<file path="src/rtl/vrg_pkg.sv">
package vrg_pkg;
  localparam int TW = 16;
  typedef logic [TW-1:0] tval_t;

  typedef struct packed {
    tval_t hsync;
    tval_t hlead;
    tval_t hact;
    tval_t htrail;
    tval_t hporch;
    tval_t vsync;
    tval_t vblank;
    tval_t vlead;
    tval_t vact;
    tval_t vtrail;
  } tmg_t;

  typedef enum logic [1:0] {
    SRC_PIXEL = 2'd0,
    SRC_MUTE  = 2'd1,
    SRC_BAR   = 2'd2,
    SRC_HATCH = 2'd3
  } src_t;

  function automatic tval_t line_total(tmg_t t);
    return t.hsync + t.hlead + t.hact + t.htrail + t.hporch;
  endfunction

  function automatic tval_t field_total(tmg_t t);
    return t.vsync + t.vblank + t.vlead + t.vact + t.vtrail;
  endfunction

  function automatic tval_t win_x0(tmg_t t);
    return t.hsync + t.hlead;
  endfunction

  function automatic tval_t porch_x0(tmg_t t);
    return line_total(t) - t.hporch;
  endfunction

  function automatic tval_t vis_y0(tmg_t t);
    return t.vsync + t.vblank;
  endfunction

  function automatic tval_t win_y0(tmg_t t);
    return t.vsync + t.vblank + t.vlead;
  endfunction
endpackage

</file>
<file path="src/rtl/vrg_line_ctr.sv">
module vrg_line_ctr #(
  parameter int HW = 10
) (
  input  logic          clk,
  input  logic          rst_n,
  input  logic [HW-1:0] line_len,
  output logic [HW-1:0] dot,
  output logic          line_end
);
  assign line_end = (dot >= line_len - 1'b1);

  always_ff @(posedge clk) begin
    if (!rst_n)        dot <= '0;
    else if (line_end) dot <= '0;
    else               dot <= dot + 1'b1;
  end
endmodule

</file>
<file path="src/rtl/vrg_field_ctr.sv">
module vrg_field_ctr #(
  parameter int VW = 9
) (
  input  logic          clk,
  input  logic          rst_n,
  input  logic          line_end,
  input  logic          std_req,
  input  logic          il_req,
  input  logic [VW-1:0] field_len,
  output logic [VW-1:0] line,
  output logic          odd_field,
  output logic          cur_std,
  output logic          cur_il,
  output logic          field_end
);
  logic [VW-1:0] eff_len;
  logic          last_line;

  assign eff_len   = field_len + VW'(cur_il & odd_field);
  assign last_line = (line >= eff_len - 1'b1);
  assign field_end = line_end & last_line;

  always_ff @(posedge clk) begin
    if (!rst_n) begin
      line      <= '0;
      odd_field <= 1'b0;
      cur_std   <= std_req;
      cur_il    <= il_req;
    end else if (line_end) begin
      if (last_line) begin
        line      <= '0;
        odd_field <= il_req & ~odd_field;
        cur_std   <= std_req;
        cur_il    <= il_req;
      end else begin
        line <= line + 1'b1;
      end
    end
  end
endmodule

</file>
<file path="src/rtl/vrg_raster_dec.sv">
module vrg_raster_dec
  import vrg_pkg::*;
#(
  parameter int HW  = 10,
  parameter int VW  = 9,
  parameter int PXW = 9,
  parameter int PYW = 8
) (
  input  tmg_t           tm,
  input  logic [HW-1:0]  dot,
  input  logic [VW-1:0]  line,
  input  logic           odd_field,
  input  logic           cur_il,
  output logic           hsync_n,
  output logic           vsync_n,
  output logic           blank_n,
  output logic           disp_en,
  output logic           border,
  output logic [PXW-1:0] pix_x,
  output logic [PYW-1:0] line_y
);
  tval_t x, y, half, wx0, wy0;
  logic  h_sync, h_blank, v_sync, v_blank, in_x, in_y;

  always_comb begin
    x    = TW'(dot);
    y    = TW'(line);
    half = line_total(tm) >> 1;
    wx0  = win_x0(tm);
    wy0  = win_y0(tm);

    h_sync  = (x < tm.hsync);
    h_blank = h_sync || (x >= porch_x0(tm));

    if (cur_il && odd_field)
      v_sync = ((y == '0) && (x >= half)) ||
               ((y != '0) && (y < tm.vsync)) ||
               ((y == tm.vsync) && (x < half));
    else
      v_sync = (y < tm.vsync);
    v_blank = (y < vis_y0(tm));

    in_x = (x >= wx0) && (x < wx0 + tm.hact);
    in_y = (y >= wy0) && (y < wy0 + tm.vact);

    hsync_n = ~h_sync;
    vsync_n = ~v_sync;
    blank_n = ~(h_blank | v_blank);
    disp_en = in_x & in_y;
    border  = blank_n & ~disp_en;
    pix_x   = disp_en ? PXW'(x - wx0) : '0;
    line_y  = disp_en ? PYW'(y - wy0) : '0;
  end
endmodule

</file>
<file path="src/rtl/vrg_subcarrier.sv">
module vrg_subcarrier #(
  parameter int DIV = 4
) (
  input  logic clk,
  input  logic rst_n,
  output logic fsc
);
  localparam int CW = $clog2(DIV);
  logic [CW-1:0] cnt;

  always_ff @(posedge clk) begin
    if (!rst_n)                   cnt <= '0;
    else if (cnt == CW'(DIV - 1)) cnt <= '0;
    else                          cnt <= cnt + 1'b1;
  end

  assign fsc = (cnt >= CW'(DIV / 2));
endmodule

</file>
<file path="src/rtl/vid_raster_gen.sv">
module vid_raster_gen
  import vrg_pkg::*;
#(
  parameter int N_HSYNC  = 68,
  parameter int N_HLEAD  = 44,
  parameter int N_HTRAIL = 45,
  parameter int N_HPORCH = 10,
  parameter int P_HSYNC  = 94,
  parameter int P_HLEAD  = 84,
  parameter int P_HTRAIL = 88,
  parameter int P_HPORCH = 13,
  parameter int ACT_W    = 288,
  parameter int ACT_H    = 192,
  parameter int N_VSYNC  = 3,
  parameter int N_VBLANK = 17,
  parameter int N_VLEAD  = 25,
  parameter int N_VTRAIL = 25,
  parameter int P_VSYNC  = 3,
  parameter int P_VBLANK = 22,
  parameter int P_VLEAD  = 47,
  parameter int P_VTRAIL = 48,
  parameter int FSC_DIV  = 4
) (
  input  logic                      clk,
  input  logic                      rst_n,
  input  logic                      std_ntsc,
  input  logic                      ilace_en,
  input  logic                      tp_mute,
  input  logic                      tp_bar,
  input  logic                      tp_hatch,
  output logic                      hsync_n,
  output logic                      vsync_n,
  output logic                      csync_n,
  output logic                      blank_n,
  output logic                      disp_en,
  output logic                      border,
  output logic [$clog2(ACT_W)-1:0]  pix_x,
  output logic [$clog2(ACT_H)-1:0]  line_y,
  output logic                      fsc,
  output logic [1:0]                rgb_sel
);
  localparam tmg_t TN = '{hsync: TW'(N_HSYNC), hlead: TW'(N_HLEAD), hact: TW'(ACT_W),
                          htrail: TW'(N_HTRAIL), hporch: TW'(N_HPORCH),
                          vsync: TW'(N_VSYNC), vblank: TW'(N_VBLANK), vlead: TW'(N_VLEAD),
                          vact: TW'(ACT_H), vtrail: TW'(N_VTRAIL)};
  localparam tmg_t TP = '{hsync: TW'(P_HSYNC), hlead: TW'(P_HLEAD), hact: TW'(ACT_W),
                          htrail: TW'(P_HTRAIL), hporch: TW'(P_HPORCH),
                          vsync: TW'(P_VSYNC), vblank: TW'(P_VBLANK), vlead: TW'(P_VLEAD),
                          vact: TW'(ACT_H), vtrail: TW'(P_VTRAIL)};
  localparam int HT_N   = int'(line_total(TN));
  localparam int HT_P   = int'(line_total(TP));
  localparam int VT_N   = int'(field_total(TN));
  localparam int VT_P   = int'(field_total(TP));
  localparam int HT_MAX = (HT_N > HT_P) ? HT_N : HT_P;
  localparam int VT_MAX = (VT_N > VT_P) ? VT_N : VT_P;
  localparam int HW     = $clog2(HT_MAX + 1);
  localparam int VW     = $clog2(VT_MAX + 2);
  localparam int PXW    = $clog2(ACT_W);
  localparam int PYW    = $clog2(ACT_H);

  logic [HW-1:0] dot, line_len;
  logic [VW-1:0] line, field_len;
  logic          line_end, field_end, odd_field, cur_std, cur_il;
  tmg_t          tm_cur;

  assign line_len  = cur_std ? HW'(HT_N) : HW'(HT_P);
  assign field_len = cur_std ? VW'(VT_N) : VW'(VT_P);
  assign tm_cur    = cur_std ? TN : TP;

  vrg_line_ctr #(.HW(HW)) u_line (
    .clk(clk), .rst_n(rst_n), .line_len(line_len), .dot(dot), .line_end(line_end)
  );

  vrg_field_ctr #(.VW(VW)) u_field (
    .clk(clk), .rst_n(rst_n), .line_end(line_end), .std_req(std_ntsc), .il_req(ilace_en),
    .field_len(field_len), .line(line), .odd_field(odd_field), .cur_std(cur_std),
    .cur_il(cur_il), .field_end(field_end)
  );

  vrg_raster_dec #(.HW(HW), .VW(VW), .PXW(PXW), .PYW(PYW)) u_dec (
    .tm(tm_cur), .dot(dot), .line(line), .odd_field(odd_field), .cur_il(cur_il),
    .hsync_n(hsync_n), .vsync_n(vsync_n), .blank_n(blank_n), .disp_en(disp_en),
    .border(border), .pix_x(pix_x), .line_y(line_y)
  );

  vrg_subcarrier #(.DIV(FSC_DIV)) u_fsc (.clk(clk), .rst_n(rst_n), .fsc(fsc));

  assign csync_n = hsync_n & vsync_n;

  always_comb begin
    if (tp_mute)       rgb_sel = SRC_MUTE;
    else if (tp_bar)   rgb_sel = SRC_BAR;
    else if (tp_hatch) rgb_sel = SRC_HATCH;
    else               rgb_sel = SRC_PIXEL;
  end
endmodule

</file>
<file path="config.mk">
export PLATFORM = sky130hd
export DESIGN_NAME = vid_raster_gen
export DESIGN_NICKNAME = d
export VERILOG_FILES = /design/src/rtl/vrg_pkg.sv /design/src/rtl/vrg_line_ctr.sv /design/src/rtl/vrg_field_ctr.sv /design/src/rtl/vrg_raster_dec.sv /design/src/rtl/vrg_subcarrier.sv /design/src/rtl/vid_raster_gen.sv
export SDC_FILE = /design/constraint.sdc
export NUM_CORES = 1
export LEC_CHECK = 0
export BUFFER_PORTS_ARGS = -buffer_cell sky130_fd_sc_hd__buf_2
export CAP_MARGIN = 20
export CORE_MARGIN = 4
export CORE_UTILIZATION = 53
export CTS_CLUSTER_DIAMETER = 100
export CTS_CLUSTER_SIZE = 14
export DETAILED_ROUTE_END_ITERATION = 7
export PLACE_DENSITY = 0.74
export SETUP_SLACK_MARGIN = 0.3
export SKIP_CTS_REPAIR_TIMING = 1
export SLEW_MARGIN = 20
export SYNTH_ARGS = -nofsm -noshare
export SYNTH_HDL_FRONTEND = slang
export SYNTH_SLANG_ARGS = --single-unit
</file>
<file path="constraint.sdc">
create_clock -name clk -period 2.8 [get_ports clk]
set_clock_uncertainty 0.2 [all_clocks]
set_input_delay 0.28 -clock clk [delete_from_list [all_inputs] [get_ports clk]]
set_output_delay 0.28 -clock clk [all_outputs]
set_load 0.05 [all_outputs]
</file>
After elaboration in Yosys (flattened, before gate mapping)
Index checks and enable logic that the tools add are counted.
{ "totals": {"word_cells": 82, "input_bits": 7, "reg_bits": 24} }
{ "op_classes": {"n_mux": 16, "n_bitwise": 12, "order_cmp": 13, "n_reduce_logical": 15, "add_sub_neg": 16, "n_eq_ne": 4} }
{ "op_table": {"columns": ["operator", "count"], "rows": [
  ["149-bit two-way mux", 1],
  ["16-bit adder", 6],
  ["9-bit by 16-bit < comparator with 1-bit output", 3],
  ["10-bit by 16-bit >= comparator with 1-bit output", 2],
  ["9-bit two-way mux", 2],
  ["7-bit by 16-bit adder with 16-bit output", 1],
  ["9-bit by 16-bit equality test with 1-bit output", 1],
  ["9-bit by 16-bit >= comparator with 1-bit output", 1],
  ["10-bit by 16-bit < comparator with 1-bit output", 1],
  ["16-bit subtractor", 1],
  ["10-bit by 15-bit >= comparator with 1-bit output", 1],
  ["10-bit by 15-bit < comparator with 1-bit output", 1],
  ["10-bit by 1-bit adder with 10-bit output (second input constant)", 1],
  ["10-bit >= comparator", 1],
  ["10-bit by 7-bit < comparator with 1-bit output", 1],
  ["10-bit two-way mux", 1],
  ["10-bit by 1-bit subtractor with 10-bit output (second input constant)", 1],
  ["9-bit by 1-bit adder with 9-bit output (second input constant)", 1],
  ["9-bit adder", 1],
  ["9-bit >= comparator", 1],
  ["9-bit zero test", 1],
  ["9-bit nonzero test", 1],
  ["9-bit by 1-bit subtractor with 9-bit output (second input constant)", 1],
  ["9-bit subtractor", 1],
  ["16 further kinds", 43]
]} }

Logic depth before layout (Yosys ltp)
{ "depth": {"word_depth": 12, "mapped_depth": 11} }

By module
Synthesis repeated with hierarchy kept, for this count alone.
{ "unflattened": {"hier_cells": 1230, "hier_area_um2": 9552.9} }
{ "by_module_without_submodules": {"columns": ["module", "n_inst", "cells_each", "seq_area_each_um2", "area_per_inst_um2"], "rows": [
  ["vrg_raster_dec", 1, 1017, 0.0, 7729.9],
  ["vrg_field_ctr", 1, 107, 260.2, 929.6],
  ["vrg_line_ctr", 1, 90, 200.2, 767.0],
  ["vrg_subcarrier", 1, 8, 40.0, 90.1],
  ["vid_raster_gen", 1, 8, 0.0, 36.3]
]} }

Least setup slack after synthesis
Ideal clock, no wire load.
{ "synth_path": {"kind": "reg2out", "start": "register u_field.cur_std", "end": "output port csync_n", "stages_incl_launch_ff": 8, "setup_slack_ps": -1020, "path_buffers": 0, "required_ps": 2320, "t_arrival_ps": 3340, "path_cell_list": "edfxtp_1 > inv_1 > ha_1 > nor2b_1 > or4_1 > a31oi_1 > mux2i_1 > and2_1"} }
{ "synth_via": {"elab_chain_len": 12} }
{ "synth_lines": {"columns": ["element", "line_no", "text"], "rows": [
  ["from (decl)", "vrg_field_ctr.sv:12", "output logic cur_std,"],
  ["from (signal assigned)", "vrg_field_ctr.sv:27", "cur_std <= std_req;"],
  ["from (signal assigned)", "vrg_field_ctr.sv:33", "cur_std <= std_req;"],
  ["149-bit two-way mux *", "vid_raster_gen.sv:68", "assign tm_cur = cur_std ? TN : TP;"],
  ["7-bit by 16-bit adder with 16-bit output", "vrg_pkg.sv:26", "return t.hsync + t.hlead + t.hact + t.htrail + t.hporch;"],
  ["16-bit adder (2 in series)", "vrg_pkg.sv:26", null],
  ["16-bit adder *", "vrg_pkg.sv:26", null],
  ["10-bit by 15-bit >= comparator with 1-bit output", "vrg_raster_dec.sv:36", "v_sync = ((y == '0) && (x >= half)) ||"],
  ["1-bit logical AND", "vrg_raster_dec.sv:36", null],
  ["1-bit logical OR", "vrg_raster_dec.sv:36", null],
  ["1-bit logical OR *", "vrg_raster_dec.sv:37", "((y != '0) && (y < tm.vsync)) ||"],
  ["1-bit two-way mux *", "vrg_raster_dec.sv:35", "if (cur_il && odd_field)"],
  ["1-bit NOT *", "vrg_raster_dec.sv:47", "vsync_n = ~v_sync;"],
  ["net vsync_n", "vid_raster_gen.sv:32", "output logic vsync_n,"],
  ["1-bit bitwise AND *", "vid_raster_gen.sv:88", "assign csync_n = hsync_n & vsync_n;"],
  ["to (decl)", "vid_raster_gen.sv:33", "output logic csync_n,"]
]} }
Mark *: on every way through the listed nets, which the timed path passes. The rest lies on a longest branch.

Worst setup path in the final report
{ "layout_path": {"start": "register u_field.cur_std", "end": "output port line_y[4]"} }
{ "layout_via": {"elab_chain_len": 8} }
{ "layout_lines": {"columns": ["element", "line_no", "text"], "rows": [
  ["149-bit two-way mux *", "vid_raster_gen.sv:68", null],
  ["16-bit adder (2 in series)", "vrg_pkg.sv:46", "return t.vsync + t.vblank + t.vlead;"],
  ["16-bit adder", "vrg_raster_dec.sv:44", "in_y = (y >= wy0) && (y < wy0 + tm.vact);"],
  ["9-bit by 16-bit < comparator with 1-bit output", "vrg_raster_dec.sv:44", null],
  ["1-bit logical AND", "vrg_raster_dec.sv:44", null],
  ["1-bit bitwise AND", "vrg_raster_dec.sv:49", "disp_en = in_x & in_y;"],
  ["8-bit two-way mux *", "vrg_raster_dec.sv:52", "line_y = disp_en ? PYW'(y - wy0) : '0;"],
  ["to (decl)", "vid_raster_gen.sv:38", "output logic [$clog2(ACT_H)-1:0] line_y,"]
]} }
Every way passes the cells marked *; elsewhere a longest branch is shown, timed or not.

==> results.txt <==
The utilization after layout came out at 0.798. TritonCTS built the clock tree. The die boundary height came out at 75.8 um. The final-report max-slew violation count came out at 0. The final reports fail on hold timing, setup timing. The total wire length is 7010 um. The core box area came out at 4410 um2.

The post-route DRC violation count came out at 0. In this run the count of I/O pins placed on the die edge is 33. The net switching power of the design came out at 266 uW. The chip width came out at 75.8 um. The proportion of power drawn by the clock network came out at 0.250. The final cell count without fillers is 432. Timing analysis after detailed placement gives a worst setup slack of 0.00261 ns.

The max-cap check violation count came out at 0. The detailed-route vias per instance is 5.93. The internal power of the cells totals 571 uW.

The source-to-sink clock delay at the later pin of the worst-skew pair is 0.27 ns. The site row count is 24. The worst hold path belongs to the class in2reg. The proportion of power drawn by combinational gates is 0.304.

The distinct cell type count after synthesis is 55. The setup check on the worst reg-to-reg path leaves a slack of 0.16 ns. By count the netlist is led by sky130_fd_sc_hd__nor2_1 (41), sky130_fd_sc_hd__ha_1 (39), sky130_fd_sc_hd__nand2_1 (24), sky130_fd_sc_hd__dfxtp_1 (22).

The proportion of netlist area held by the largest area contributor is 0.200. The total of flip-flops plus latches after synthesis came out at 24. The switching part of the total power is 0.317. The arrival time reported for the critical path endpoint came out at 2.64 ns. Headroom to the max-slew limit came out at 0.675. STA classifies the critical path endpoint as an output pin. The post-layout instance area is 3520 um2. The weighted congestion reported at the end of routability-driven placement is 0.918.

The initial antenna violation count is 0. The maximum clock path buffer count came out at 2. The clock net in this run drives a total of 24 sinks. The post-route antenna net violation count came out at 0. The most frequent cell on the critical path is sky130_fd_sc_hd__buf_4.

Buffers inserted during clock tree synthesis total 3. The part of the total power dissipated in sequential elements is 0.445. The area of the mapped netlist is 2440 um2. The sum of buffers and inverters on the critical path is 5. The run finished, with violations left. The instance area after placement is 3150 um2. The fill cell total of the finished layout came out at 287. The synthesized netlist cell count is 307. Data on the critical path is required at its endpoint by 2.32 ns. The async set-or-reset flop fraction in the synthesized netlist is 0. The clock transition at the registers of the reported paths is 0.08 ns. The total congestion overflow is 0. Of the cells placed in the final design, the portion with a size suffix greater than 1 is 0.371.

Among all stages on the critical path, the largest delay is contributed by sky130_fd_sc_hd__edfxtp_1. The area enclosed by the die boundary came out at 5750 um2. The post-synthesis sequential area ratio is 0.205. In the post-route analysis, the smallest setup slack over all paths is -0.320 ns.

The power per cell area came out at 237 nW/um2. The number of port buffers is 32. The number of H-tree levels came out at 1. The worst IR drop on VDD came out at 0.319 mV. For this run, the slowest stage of the critical path takes 0.44 ns. The via count is 2560. The final clock period utilization by the worst path is 1.11.

Counting every net in the synthesized netlist gives 353. The effective utilization at floorplan is 0.552. The number of warnings printed during yosys synthesis came out at 0.

The count of flip-flops with a built-in enable after synthesis came out at 2. Of all nets on the critical path, the largest fanout is 9. The largest net degree at the start of global routing came out at 17.

The number of global-route vias before repair was 2305. The cell family contributing the most delay on the critical path is buffers and inverters. The total power consumption of the routed design is 837 uW. The initial DRC count is 149. In this run the mean area of a mapped cell was 7.94 um2. The root cell of the clock tree is sky130_fd_sc_hd__clkbuf_8. After synthesis, the cell types taking the most area are sky130_fd_sc_hd__ha_1 (20%), sky130_fd_sc_hd__dfxtp_1 (18%), sky130_fd_sc_hd__nor2_1 (6.3%).

In the final routed layout, each cell accounts on average for 16.2 um. Including well taps, the total number of placed cells is 418. Setup repair after global routing could not meet its margin everywhere.

The type of origin of the critical path is a register. The final-report hold violation count came out at 1. The cell with the most instances after synthesis is sky130_fd_sc_hd__nor2_1.

After layout, the minimum clock period comes to 3.12 ns. The maximum clock frequency is 321 MHz. Setup violations remaining at the end of the flow were counted as 22. The cell accounting for the most synthesized area is sky130_fd_sc_hd__ha_1. For this run, the total global-route usage over all layers was measured as 0.234. The global-route wire length before repair came out at 10400 um. For this design the static power due to leakage is 1.51 nW.

From synthesis to final layout, the design area changed by 44.5%. The worst hold slack is -0.000723 ns. The signal on the critical path passes through clkinv_4, buf_4, ha_4, or3b_4, buf_4, a311oi_4, nand2_2, nand4_4, buf_6, nor2_2, clkbuf_4.

The number of antenna diodes in the final layout is 0. The final-stage net count came out at 427. At the pin with the least slew margin, the transition time is 0.487 ns. For this run, the leading register cell type out of synthesis is sky130_fd_sc_hd__dfxtp_1. The first detailed-routing pass ran for 4 iterations. The critical path class is reg2out. The wire-length estimate of the detail-placed layout is 5040 um.
==> stage by stage <==
step                TNS (ns)  hold slack, ns
finish                 -5.57       -0.000723
global route           -8.18         0.00190
CTS                    -5.72        -0.00240
detailed placement         0           0.243
global placement           0           0.232
floorplan              -5.86           0.179
==> logic make-up after synthesis <==
logic type | after synthesis | synth area share
compound gates | 62 | 0.176
xor+xnor | 17 | 0.0611
fa+ha+maj | 39 | 0.200
buf+inv | 30 | 0.0575
flops | 24 | 0.205
mux | 3 | 0.0123
simple gates | 132 | 0.288
==> metal layers <==
layer	global-route usage	up-vias	share of wire
met1	0.331	1209	0.44
met3	0.0132	9	0.057
li1	-	1245	-
met2	0.388	97	0.50
met5	0	-	0
met4	0.0583	0	0.011
==> final timing paths <==
check / startpoint / endpoint / cells after the start
max reg2reg: u_field.cur_std / u_field.line[4] / 9
min reg2reg: u_fsc.cnt[0] / u_fsc.cnt[0] / 1
max: u_field.cur_std / line_y[4] / 11
min: ilace_en / u_field.cur_il / 1
==> power by group through the flow <==
stage | Combinational [mW] | Clock, mW | Sequential, mW
after global routing | 0.278 | 0.227 | 0.375
after global placement | 0.227 | 0 | 0.380
final | 0.255 | 0.209 | 0.373
after CTS | 0.234 | 0.212 | 0.372
after floorplan | 0.167 | 0 | 0.378
after detailed placement | 0.233 | 0 | 0.380
==> final cells by class <==
class	instances	area [um2]	area share
multi-input cells	253	2130	0.605
repair buffers	82	708	0.201
flip-flops and latches	24	500	0.142
inverters	17	72.6	0.0206
well taps	52	65.1	0.0185
clock buffers	4	45.0	0.0128
==> state kept, by name (all words and copies together) (netlist names) <==
register / count
u_field.cur_std: 1
u_field.odd_field: 1
u_fsc.cnt: 2
u_field.cur_il: 1
u_field.line: 9
u_line.dot: 10
==> worst register-to-register path: cells and delay by family (launching register included) <==
kind,cells,cell delay [ns]
AOI/OAI and AO/OA,4,0.56
DFF,1,0.44
buffers and inverters,3,0.56
and+or+nand+nor,1,0.51
adders and majority gates,1,0.31
==> placed cells by master (no fill, tap or decap), drive strengths merged, types with 5 or more instances in the layout <==
cell / count
nor2: 41
nand2: 24
xnor2: 11
a21oi: 17
o21ai: 8
a31oi: 5
inv: 15
nor3: 7
ha: 39
nand3: 9
or3: 6
clkbuf: 8
xor2: 6
o22ai: 5
nand2b: 11
buf: 77
nor2b: 7
dfxtp: 22
(Power assumes the default switching activity.)
